--- config.mk ---
export PLATFORM = sky130hd
export DESIGN_NAME = pt_walker
export DESIGN_NICKNAME = d
export VERILOG_FILES = /design/src/rtl/ptw_pkg.sv /design/src/rtl/ptw_addr_gen.sv /design/src/rtl/ptw_pte_decode.sv /design/src/rtl/pt_walker.sv
export SDC_FILE = /design/constraint.sdc
export NUM_CORES = 1
export LEC_CHECK = 0
export ABC_CLOCK_PERIOD_IN_PS = 4200
export BUFFER_PORTS_ARGS = -buffer_cell sky130_fd_sc_hd__buf_2
export CORE_AREA = 4 4 108 110
export DETAILED_ROUTE_END_ITERATION = 10
export DIE_AREA = 0 0 112 114
export GPL_TIMING_DRIVEN = 0
export PLACE_DENSITY = 0.9
export SYNTH_ARGS = -nofsm -noshare
export SYNTH_HDL_FRONTEND = slang
export SYNTH_HIERARCHICAL = 1
export SYNTH_SLANG_ARGS = --single-unit
--- constraint.sdc ---
create_clock -name clk -period 4.2 [get_ports clk]
set_clock_uncertainty 0.05 [all_clocks]
set_input_delay 0.84 -clock clk [delete_from_list [all_inputs] [get_ports clk]]
set_output_delay 0.84 -clock clk [all_outputs]
set_load 0.02 [all_outputs]
--- src/rtl/ptw_pkg.sv ---
package ptw_pkg;

    // log2 of the entry size in bytes: entries are one 32-bit word
    localparam int unsigned ENTRY_SHIFT = 2;

    typedef enum logic [2:0] {
        ST_IDLE,
        ST_ROOT_REQ,
        ST_ROOT_WAIT,
        ST_LEAF_REQ,
        ST_LEAF_WAIT,
        ST_DONE
    } walk_state_e;

    typedef enum logic {
        LVL_ROOT = 1'b0,
        LVL_LEAF = 1'b1
    } walk_level_e;

endpackage

--- src/rtl/ptw_addr_gen.sv ---
module ptw_addr_gen #(
    parameter int unsigned IDX_W   = 10,
    parameter int unsigned OFF_W   = 12,
    parameter int unsigned VA_W    = 2 * IDX_W + OFF_W,
    parameter int unsigned FRAME_W = VA_W - OFF_W
) (
    input  logic               sel_leaf,
    input  logic [FRAME_W-1:0] root_frame,
    input  logic [FRAME_W-1:0] leaf_frame,
    input  logic [VA_W-1:0]    vaddr,
    output logic [VA_W-1:0]    entry_addr
);
    import ptw_pkg::*;

    localparam int unsigned LEVELS = 2;

    // index field per level, level 0 is the most significant
    logic [IDX_W-1:0] idx [LEVELS];

    for (genvar g = 0; g < LEVELS; g++) begin : g_idx
        assign idx[g] = vaddr[OFF_W + (LEVELS - 1 - g) * IDX_W +: IDX_W];
    end

    logic [FRAME_W-1:0] tbl_frame;
    logic [IDX_W-1:0]   cur_idx;
    logic [VA_W-1:0]    tbl_base;
    logic [VA_W-1:0]    idx_bytes;

    always_comb begin
        tbl_frame  = sel_leaf ? leaf_frame : root_frame;
        cur_idx    = sel_leaf ? idx[1] : idx[0];
        tbl_base   = {tbl_frame, {OFF_W{1'b0}}};
        idx_bytes  = VA_W'({cur_idx, {ENTRY_SHIFT{1'b0}}});
        entry_addr = tbl_base + idx_bytes;
    end

endmodule

--- src/rtl/ptw_pte_decode.sv ---
module ptw_pte_decode #(
    parameter int unsigned PTE_W     = 32,
    parameter int unsigned OFF_W     = 12,
    parameter int unsigned VALID_POS = 0
) (
    input  logic [PTE_W-1:0]       pte,
    output logic                   present,
    output logic [PTE_W-OFF_W-1:0] frame,
    output logic [OFF_W-1:0]       attr
);

    always_comb begin
        present = pte[VALID_POS];
        frame   = pte[PTE_W-1:OFF_W];
        attr    = pte[OFF_W-1:0];
    end

endmodule

--- src/rtl/pt_walker.sv ---
module pt_walker #(
    parameter int unsigned IDX_W     = 10,
    parameter int unsigned OFF_W     = 12,
    parameter int unsigned VALID_POS = 0,
    localparam int unsigned VA_W     = 2 * IDX_W + OFF_W,
    localparam int unsigned FRAME_W  = VA_W - OFF_W
) (
    input  logic               clk,
    input  logic               rst_n,
    input  logic               req_valid,
    input  logic [VA_W-1:0]    req_vaddr,
    input  logic [FRAME_W-1:0] ptbr_frame,
    output logic               busy,
    output logic               mem_rd_valid,
    output logic [VA_W-1:0]    mem_rd_addr,
    input  logic               mem_rd_ready,
    input  logic               mem_rsp_valid,
    input  logic [VA_W-1:0]    mem_rsp_data,
    output logic               done_valid,
    output logic               done_fault,
    output logic               done_level,
    output logic [VA_W-1:0]    done_vaddr,
    output logic [VA_W-1:0]    done_paddr,
    output logic [OFF_W-1:0]   done_attr
);
    import ptw_pkg::*;

    walk_state_e state_q, state_d;

    logic [VA_W-1:0]    va_q;
    logic [FRAME_W-1:0] root_q;
    logic [FRAME_W-1:0] leaf_tbl_q;
    logic               fault_q;
    walk_level_e        level_q;
    logic [VA_W-1:0]    paddr_q;
    logic [OFF_W-1:0]   attr_q;

    logic               pte_present;
    logic [FRAME_W-1:0] pte_frame;
    logic [OFF_W-1:0]   pte_attr;
    logic               sel_leaf;
    logic [VA_W-1:0]    entry_addr;

    logic accept;
    logic root_rsp;
    logic leaf_rsp;

    assign accept   = (state_q == ST_IDLE) && req_valid;
    assign root_rsp = (state_q == ST_ROOT_WAIT) && mem_rsp_valid;
    assign leaf_rsp = (state_q == ST_LEAF_WAIT) && mem_rsp_valid;

    ptw_pte_decode #(
        .PTE_W    (VA_W),
        .OFF_W    (OFF_W),
        .VALID_POS(VALID_POS)
    ) i_decode (
        .pte    (mem_rsp_data),
        .present(pte_present),
        .frame  (pte_frame),
        .attr   (pte_attr)
    );

    ptw_addr_gen #(
        .IDX_W  (IDX_W),
        .OFF_W  (OFF_W),
        .VA_W   (VA_W),
        .FRAME_W(FRAME_W)
    ) i_addr (
        .sel_leaf  (sel_leaf),
        .root_frame(root_q),
        .leaf_frame(leaf_tbl_q),
        .vaddr     (va_q),
        .entry_addr(entry_addr)
    );

    // next-state decision
    always_comb begin
        state_d = state_q;
        unique case (state_q)
            ST_IDLE:      if (req_valid)     state_d = ST_ROOT_REQ;
            ST_ROOT_REQ:  if (mem_rd_ready)  state_d = ST_ROOT_WAIT;
            ST_ROOT_WAIT: if (mem_rsp_valid) state_d = pte_present ? ST_LEAF_REQ : ST_DONE;
            ST_LEAF_REQ:  if (mem_rd_ready)  state_d = ST_LEAF_WAIT;
            ST_LEAF_WAIT: if (mem_rsp_valid) state_d = ST_DONE;
            ST_DONE:                         state_d = ST_IDLE;
            default:                         state_d = ST_IDLE;
        endcase
    end

    // state register
    always_ff @(posedge clk) begin
        if (!rst_n) state_q <= ST_IDLE;
        else        state_q <= state_d;
    end

    // walk context and result capture
    always_ff @(posedge clk) begin
        if (!rst_n) begin
            va_q       <= '0;
            root_q     <= '0;
            leaf_tbl_q <= '0;
            fault_q    <= 1'b0;
            level_q    <= LVL_ROOT;
            paddr_q    <= '0;
            attr_q     <= '0;
        end else begin
            if (accept) begin
                va_q    <= req_vaddr;
                root_q  <= ptbr_frame;
                fault_q <= 1'b0;
                level_q <= LVL_ROOT;
                paddr_q <= '0;
                attr_q  <= '0;
            end
            if (root_rsp) begin
                if (pte_present) leaf_tbl_q <= pte_frame;
                else             fault_q    <= 1'b1;
            end
            if (leaf_rsp) begin
                level_q <= LVL_LEAF;
                if (pte_present) begin
                    paddr_q <= {pte_frame, va_q[OFF_W-1:0]};
                    attr_q  <= pte_attr;
                end else begin
                    fault_q <= 1'b1;
                end
            end
        end
    end

    // outputs decoded from the state
    always_comb begin
        busy         = (state_q != ST_IDLE);
        mem_rd_valid = (state_q == ST_ROOT_REQ) || (state_q == ST_LEAF_REQ);
        sel_leaf     = (state_q == ST_LEAF_REQ);
        mem_rd_addr  = entry_addr;
        done_valid   = (state_q == ST_DONE);
        done_fault   = fault_q;
        done_level   = level_q;
        done_vaddr   = va_q;
        done_paddr   = paddr_q;
        done_attr    = attr_q;
    end

    // an idle request starts a read in the next cycle
    p_accept_r8: assert property (@(posedge clk) disable iff (!rst_n)
        (!busy && req_valid) |=> (busy && mem_rd_valid));

    // read held stable until accepted
    p_rd_hold_r9: assert property (@(posedge clk) disable iff (!rst_n)
        (mem_rd_valid && !mem_rd_ready) |=> (mem_rd_valid && $stable(mem_rd_addr)));

    // valid root entry triggers the leaf read
    p_leaf_follows_r3: assert property (@(posedge clk) disable iff (!rst_n)
        (state_q == ST_ROOT_WAIT && mem_rsp_valid && mem_rsp_data[VALID_POS]) |=> mem_rd_valid);

    // offset passes through unchanged
    p_offset_keep_r4: assert property (@(posedge clk) disable iff (!rst_n)
        (done_valid && !done_fault) |-> (done_paddr[OFF_W-1:0] == done_vaddr[OFF_W-1:0]));

    // a fault reports no address
    p_fault_zero_r5: assert property (@(posedge clk) disable iff (!rst_n)
        (done_valid && done_fault) |-> (done_paddr == '0));

    // result strobe lasts one cycle
    p_done_pulse_r10: assert property (@(posedge clk) disable iff (!rst_n)
        done_valid |=> !done_valid);

endmodule

### Yosys cells after proc, flatten, opt, wreduce, memory -nomap -nowiden

Cells that the tools add are included.

* flip-flop bits (word level): 121
* input port bits: 89
* output and inout port bits: 113
* word-level logic and storage cells: 50

* add/subtract/negate cells: 1
* equal/unequal tests: 10
* muxes and demuxes: 22
* reduce and logical (&&, ||, !) cells: 9

Operator list (count)
* $mux W32: 3
* $mux W12: 3
* $add A32 B12 Y32: 1
* $mux W20: 1
* $mux W3: 6
* $pmux W3 S5: 1
* $mux W10: 1
* $ne A2 B2 Y1 const B: 5
* $mux W1: 7
* $eq A3 B2 Y1 const B: 2
* $eq A3 B3 Y1 const B: 2
* $reduce_and A5 Y1: 1
* $eq A3 B1 Y1 const B: 1
* $logic_and A1 B1 Y1: 3
* $logic_not A3 Y1: 1
* $reduce_bool A3 Y1: 1
* $reduce_and A2 Y1: 1
* $reduce_bool A2 Y1: 1
* $logic_or A1 B1 Y1: 1

### Depth between registers and ports, before layout

* word-level depth: 7
* depth in mapped cells: 6

### Cells and area by module

Netlist, hierarchy kept.

By module, submodules not included
* pt_walker: times used 1, cells each 532, area an instance 4630.7 sq um, seq. area each 2422.3 sq um
* ptw_addr_gen: times used 1, cells each 36, area an instance 503.0 sq um, seq. area each 0.0 sq um
* ptw_pte_decode: times used 1, cells each 33, area an instance 247.7 sq um, seq. area each 0.0 sq um

### Worst setup path before layout

No wires, ideal clock.

* kind: reg2out
* start: register state_q[0]
* end: output port mem_rd_addr[10]
* data arrival time: 1.697 ns
* data required time: 3.310 ns
* setup slack: 1.613 ns
* cell stages (with the launch flop): 6
* path buffers: 2
* cells stage by stage: dfxtp_1 > buf_2 > nor2b_1 > and2_1 > buf_6 > mux2_4

* word-level cells in the longest chain between the ends: 3

Ends and longest elaborated chain
* start: declaration: line pt_walker.sv:28 `walk_state_e state_q, state_d;`
* start signal: assignment: line pt_walker.sv:93 `else state_q <= state_d;`
* $eq A3 B2 Y1: line pt_walker.sv:135 `sel_leaf = (state_q == ST_LEAF_REQ);`
* named net sel_leaf: line pt_walker.sv:41 `logic sel_leaf;`
* $mux W10: line ptw_addr_gen.sv:31 `cur_idx = sel_leaf ? idx[1] : idx[0];`
* $add A32 B12 Y32: line ptw_addr_gen.sv:34 `entry_addr = tbl_base + idx_bytes;`
* end: declaration: line pt_walker.sv:15 `output logic [VA_W-1:0] mem_rd_addr,`

The timed path passes the listed nets, and every way through them passes these cells.

### Worst setup path after layout

* start: register state_q[0]
* end: output port mem_rd_addr[21]

* word-level cells in the longest chain between the ends: 3
* elaborated cells between the ends (all ways): 4

Ends and longest elaborated chain (line)
* $eq A3 B2 Y1 *: pt_walker.sv:135
* named net sel_leaf: pt_walker.sv:41
* $mux W20 or $mux W10 (tied branches): ptw_addr_gen.sv:30, ptw_addr_gen.sv:31
* $add A32 B12 Y32 *: ptw_addr_gen.sv:34

Mark *: on every way through the listed nets, which the timed path passes. The rest lies on a longest branch.

==> results_dict.tcl <==
set metrics [dict create \
    avgSynthCellArea_um2 8.95 \
    antenna_found_initial 0 \
    rsz0062_at_grt "no" \
    slew_viol_final 0 \
    final_nets 876 \
    ctsHtreeMaxLevel 4 \
    die_y_um 114 \
    peakVddDrop_mv 0.291 \
    postSynthRegisterBits 121 \
    drive_gt1_share_pct 36.6 \
    met2RoutedLength_um 7540 \
    grt_pass1_vias 4717 \
    pwr_density_cell_nw_per_um2 444 \
    crit_path_frequent_cell "buf_2" \
    relSlewSlack_pct 46.3 \
    finalCritPeriodShare_pct 75.4 \
    critPathLaunchType "flop" \
    syn_inst 601 \
    die_w_um 112 \
    die_area_um2 12800 \
    place_area_um2 6390 \
    row_count 38 \
    place_hpwl_um 11000 \
    totalNegativeSetupSlack_ns 0 \
    r2r_slack_ns 2.40 \
    endpoint_kind "output pin" \
    cts_tree "done" \
    postCtsSetupBuffers 0 \
    insertion_delay_ns 0.49 \
    wirelength_um 15100 \
    worst_pin_slew_ns 0.803 \
    final_common_cell "buf_2" \
    path_max_fanout 10 \
    wl_met1_um 6340 \
    num_vias 4887 \
    wl_met3_um 967 \
    fmax_mhz 316 \
    coreArea_um2 10700 \
    crit_required_ns 3.31 \
    grt_max_degree 17 \
    drtPass1Iterations 5 \
    arrival_ns 2.28 \
    post_cts_resized 0 \
    avgViaCountPerCell 5.20 \
    n_antenna_cell 0 \
    cts.sink_count 121 \
    gp_congestion 0.814 \
    clockBufferDepth 2 \
    drc_errors 0 \
    worstSetupPathType "flop to output pin" \
    synthDistinctLibCells 33 \
    cpMaxStageDelayCell "dfxtp_1" \
    final_cell_area_um2 7000 \
    grt_usage_pct 23.2 \
    maxCapViolCount 0 \
    wl_per_cell_um 16.0 \
    ys_warn_count 6 \
    final_cell_mix "177 x buf_2, 147 x nand2_1, 121 x dfxtp_1" \
    status "complete, no violations" \
    ioPinCount 202 \
    slowest_delay_ns 0.33 \
    path_clk_slew_ns 0.06 \
    yosysSeqAreaShare_pct 45.0 \
    port-buffer-count 166 \
    highest_layer "met4" \
    syn2layout_area_growth_pct 30.1 \
    initial_core_util_pct 50.3 \
    grt_overflow_total 0 \
    hold_path_class "flop to flop" \
    postRouteAntennaNets 0 \
    grt_pass1_wl_um 23900 \
    hold_viol 0 \
    netlist_area_um2 5380 \
    setup_violations 0 \
    drtIter0Drc 309 \
    cts_hold_buf 0 \
    cts-root-buf "clkbuf_8" \
    fillers 865 \
    crit_chain "buf_2, nor2b_1, and2_1, buf_6, mux2_4, buf_2" \
    period_needed_ns 3.17 \
    numCtsBuffers 17 \
    p_leak_nw 3.42 \
]
==> final timing paths <==
kind | start | to | cells after the start
worst max-delay path | state_q[0] | mem_rd_addr[21] | 6
worst max register to register | state_q[0] | root_q[10] | 5
worst min register to register | root_q[3] | root_q[3] | 2
worst min-delay path | root_q[3] | root_q[3] | 2
==> state kept, by name, summed over array words and instances (netlist names) <==
name / cells
leaf_tbl_q: 20
done_vaddr: 32
done_paddr: 32
state_q: 3
done_attr: 12
done_level: 1
root_q: 20
done_fault: 1
==> critical path, delay by kind of cell, from the launching register on <==
family / cells / cell delay [ns]
buffers and inverters: 3 / 0.60
AND/OR/NAND/NOR: 2 / 0.51
multiplexers: 1 / 0.32
flip-flops: 1 / 0.33
==> logic make-up after synthesis <==
logic type	count (synthesis)	share of synthesized area, %
AO/OA/AOI/OAI	84	8.14
XOR/XNOR	1	0.163
buffers and inverters	88	10.8
flip-flops	121	45.0
multiplexers	72	16.2
other	1	0.0697
AND/OR/NAND/NOR	234	19.7
==> cell usage after synthesis <==
cell type / count / share of area [%]
nor4b_4: 1 / 0.44
nand3_1: 44 / 4.1
nand2_1: 147 / 10
o31a_1: 1 / 0.16
a32oi_1: 1 / 0.16
or3_1: 1 / 0.12
buf_2: 11 / 1.0
a211oi_1: 1 / 0.14
a21oi_1: 53 / 4.9
and2_1: 3 / 0.35
clkbuf_1: 19 / 1.3
or4b_1: 1 / 0.19
nor2_1: 4 / 0.28
inv_1: 1 / 0.070
buf_1: 5 / 0.35
nand4_1: 25 / 2.9
buf_6: 13 / 2.7
inv_2: 1 / 0.070
a211o_1: 1 / 0.16
nor4b_1: 1 / 0.16
and4bb_2: 1 / 0.23
and3_1: 1 / 0.12
mux2_4: 30 / 8.4
o21ai_0: 26 / 2.4
conb_1: 1 / 0.070
xor2_1: 1 / 0.16
dfxtp_1: 121 / 45
buf_4: 36 / 5.0
nor2b_1: 3 / 0.35
a221oi_1: 1 / 0.16
mux2i_1: 42 / 7.8
nor3_1: 2 / 0.19
clkbuf_2: 2 / 0.19
==> metal layers <==
layer	global-route usage, %	vias up
met5	0	-
met4	6.97	0
met3	6.58	18
met2	39.7	183
met1	28.7	2294
li1	-	2392
==> layout make-up <==
type	count	area [um2]	share of cell area (%)
well taps	140	175	2.50
flip-flops and latches	121	2420	34.6
multi-input cells	393	2380	34.0
plain buffers	86	572	8.17
clock inverters	13	168	2.39
clock buffers	19	442	6.31
repair buffers	166	831	11.9
inverters	2	7.51	0.107
==> power by group <==
part / total (mW) / switching, mW / internal [mW]
Clock: 1.48 / 0.539 / 0.941
Combinational: 0.410 / 0.243 / 0.167
Sequential: 1.22 / 0.0279 / 1.19
==> metrics by stage <==
step | std cells | total power [mW] | util (%) | setup WS (ns) | hold WS [ns]
after CTS | 940 | 3.13 | 65.4 | 0.999 | 0.406
final | 940 | 3.11 | 65.4 | 1.03 | 0.402
after global routing | 940 | 3.23 | 65.4 | 0.861 | 0.428
after global placement | 908 | 1.64 | 59.7 | 1.54 | 0.391
after floorplan | 602 | 1.52 | - | 1.61 | 0.386
after detailed placement | 908 | 1.65 | 59.7 | 1.54 | 0.398
(Power assumes the default switching activity.)
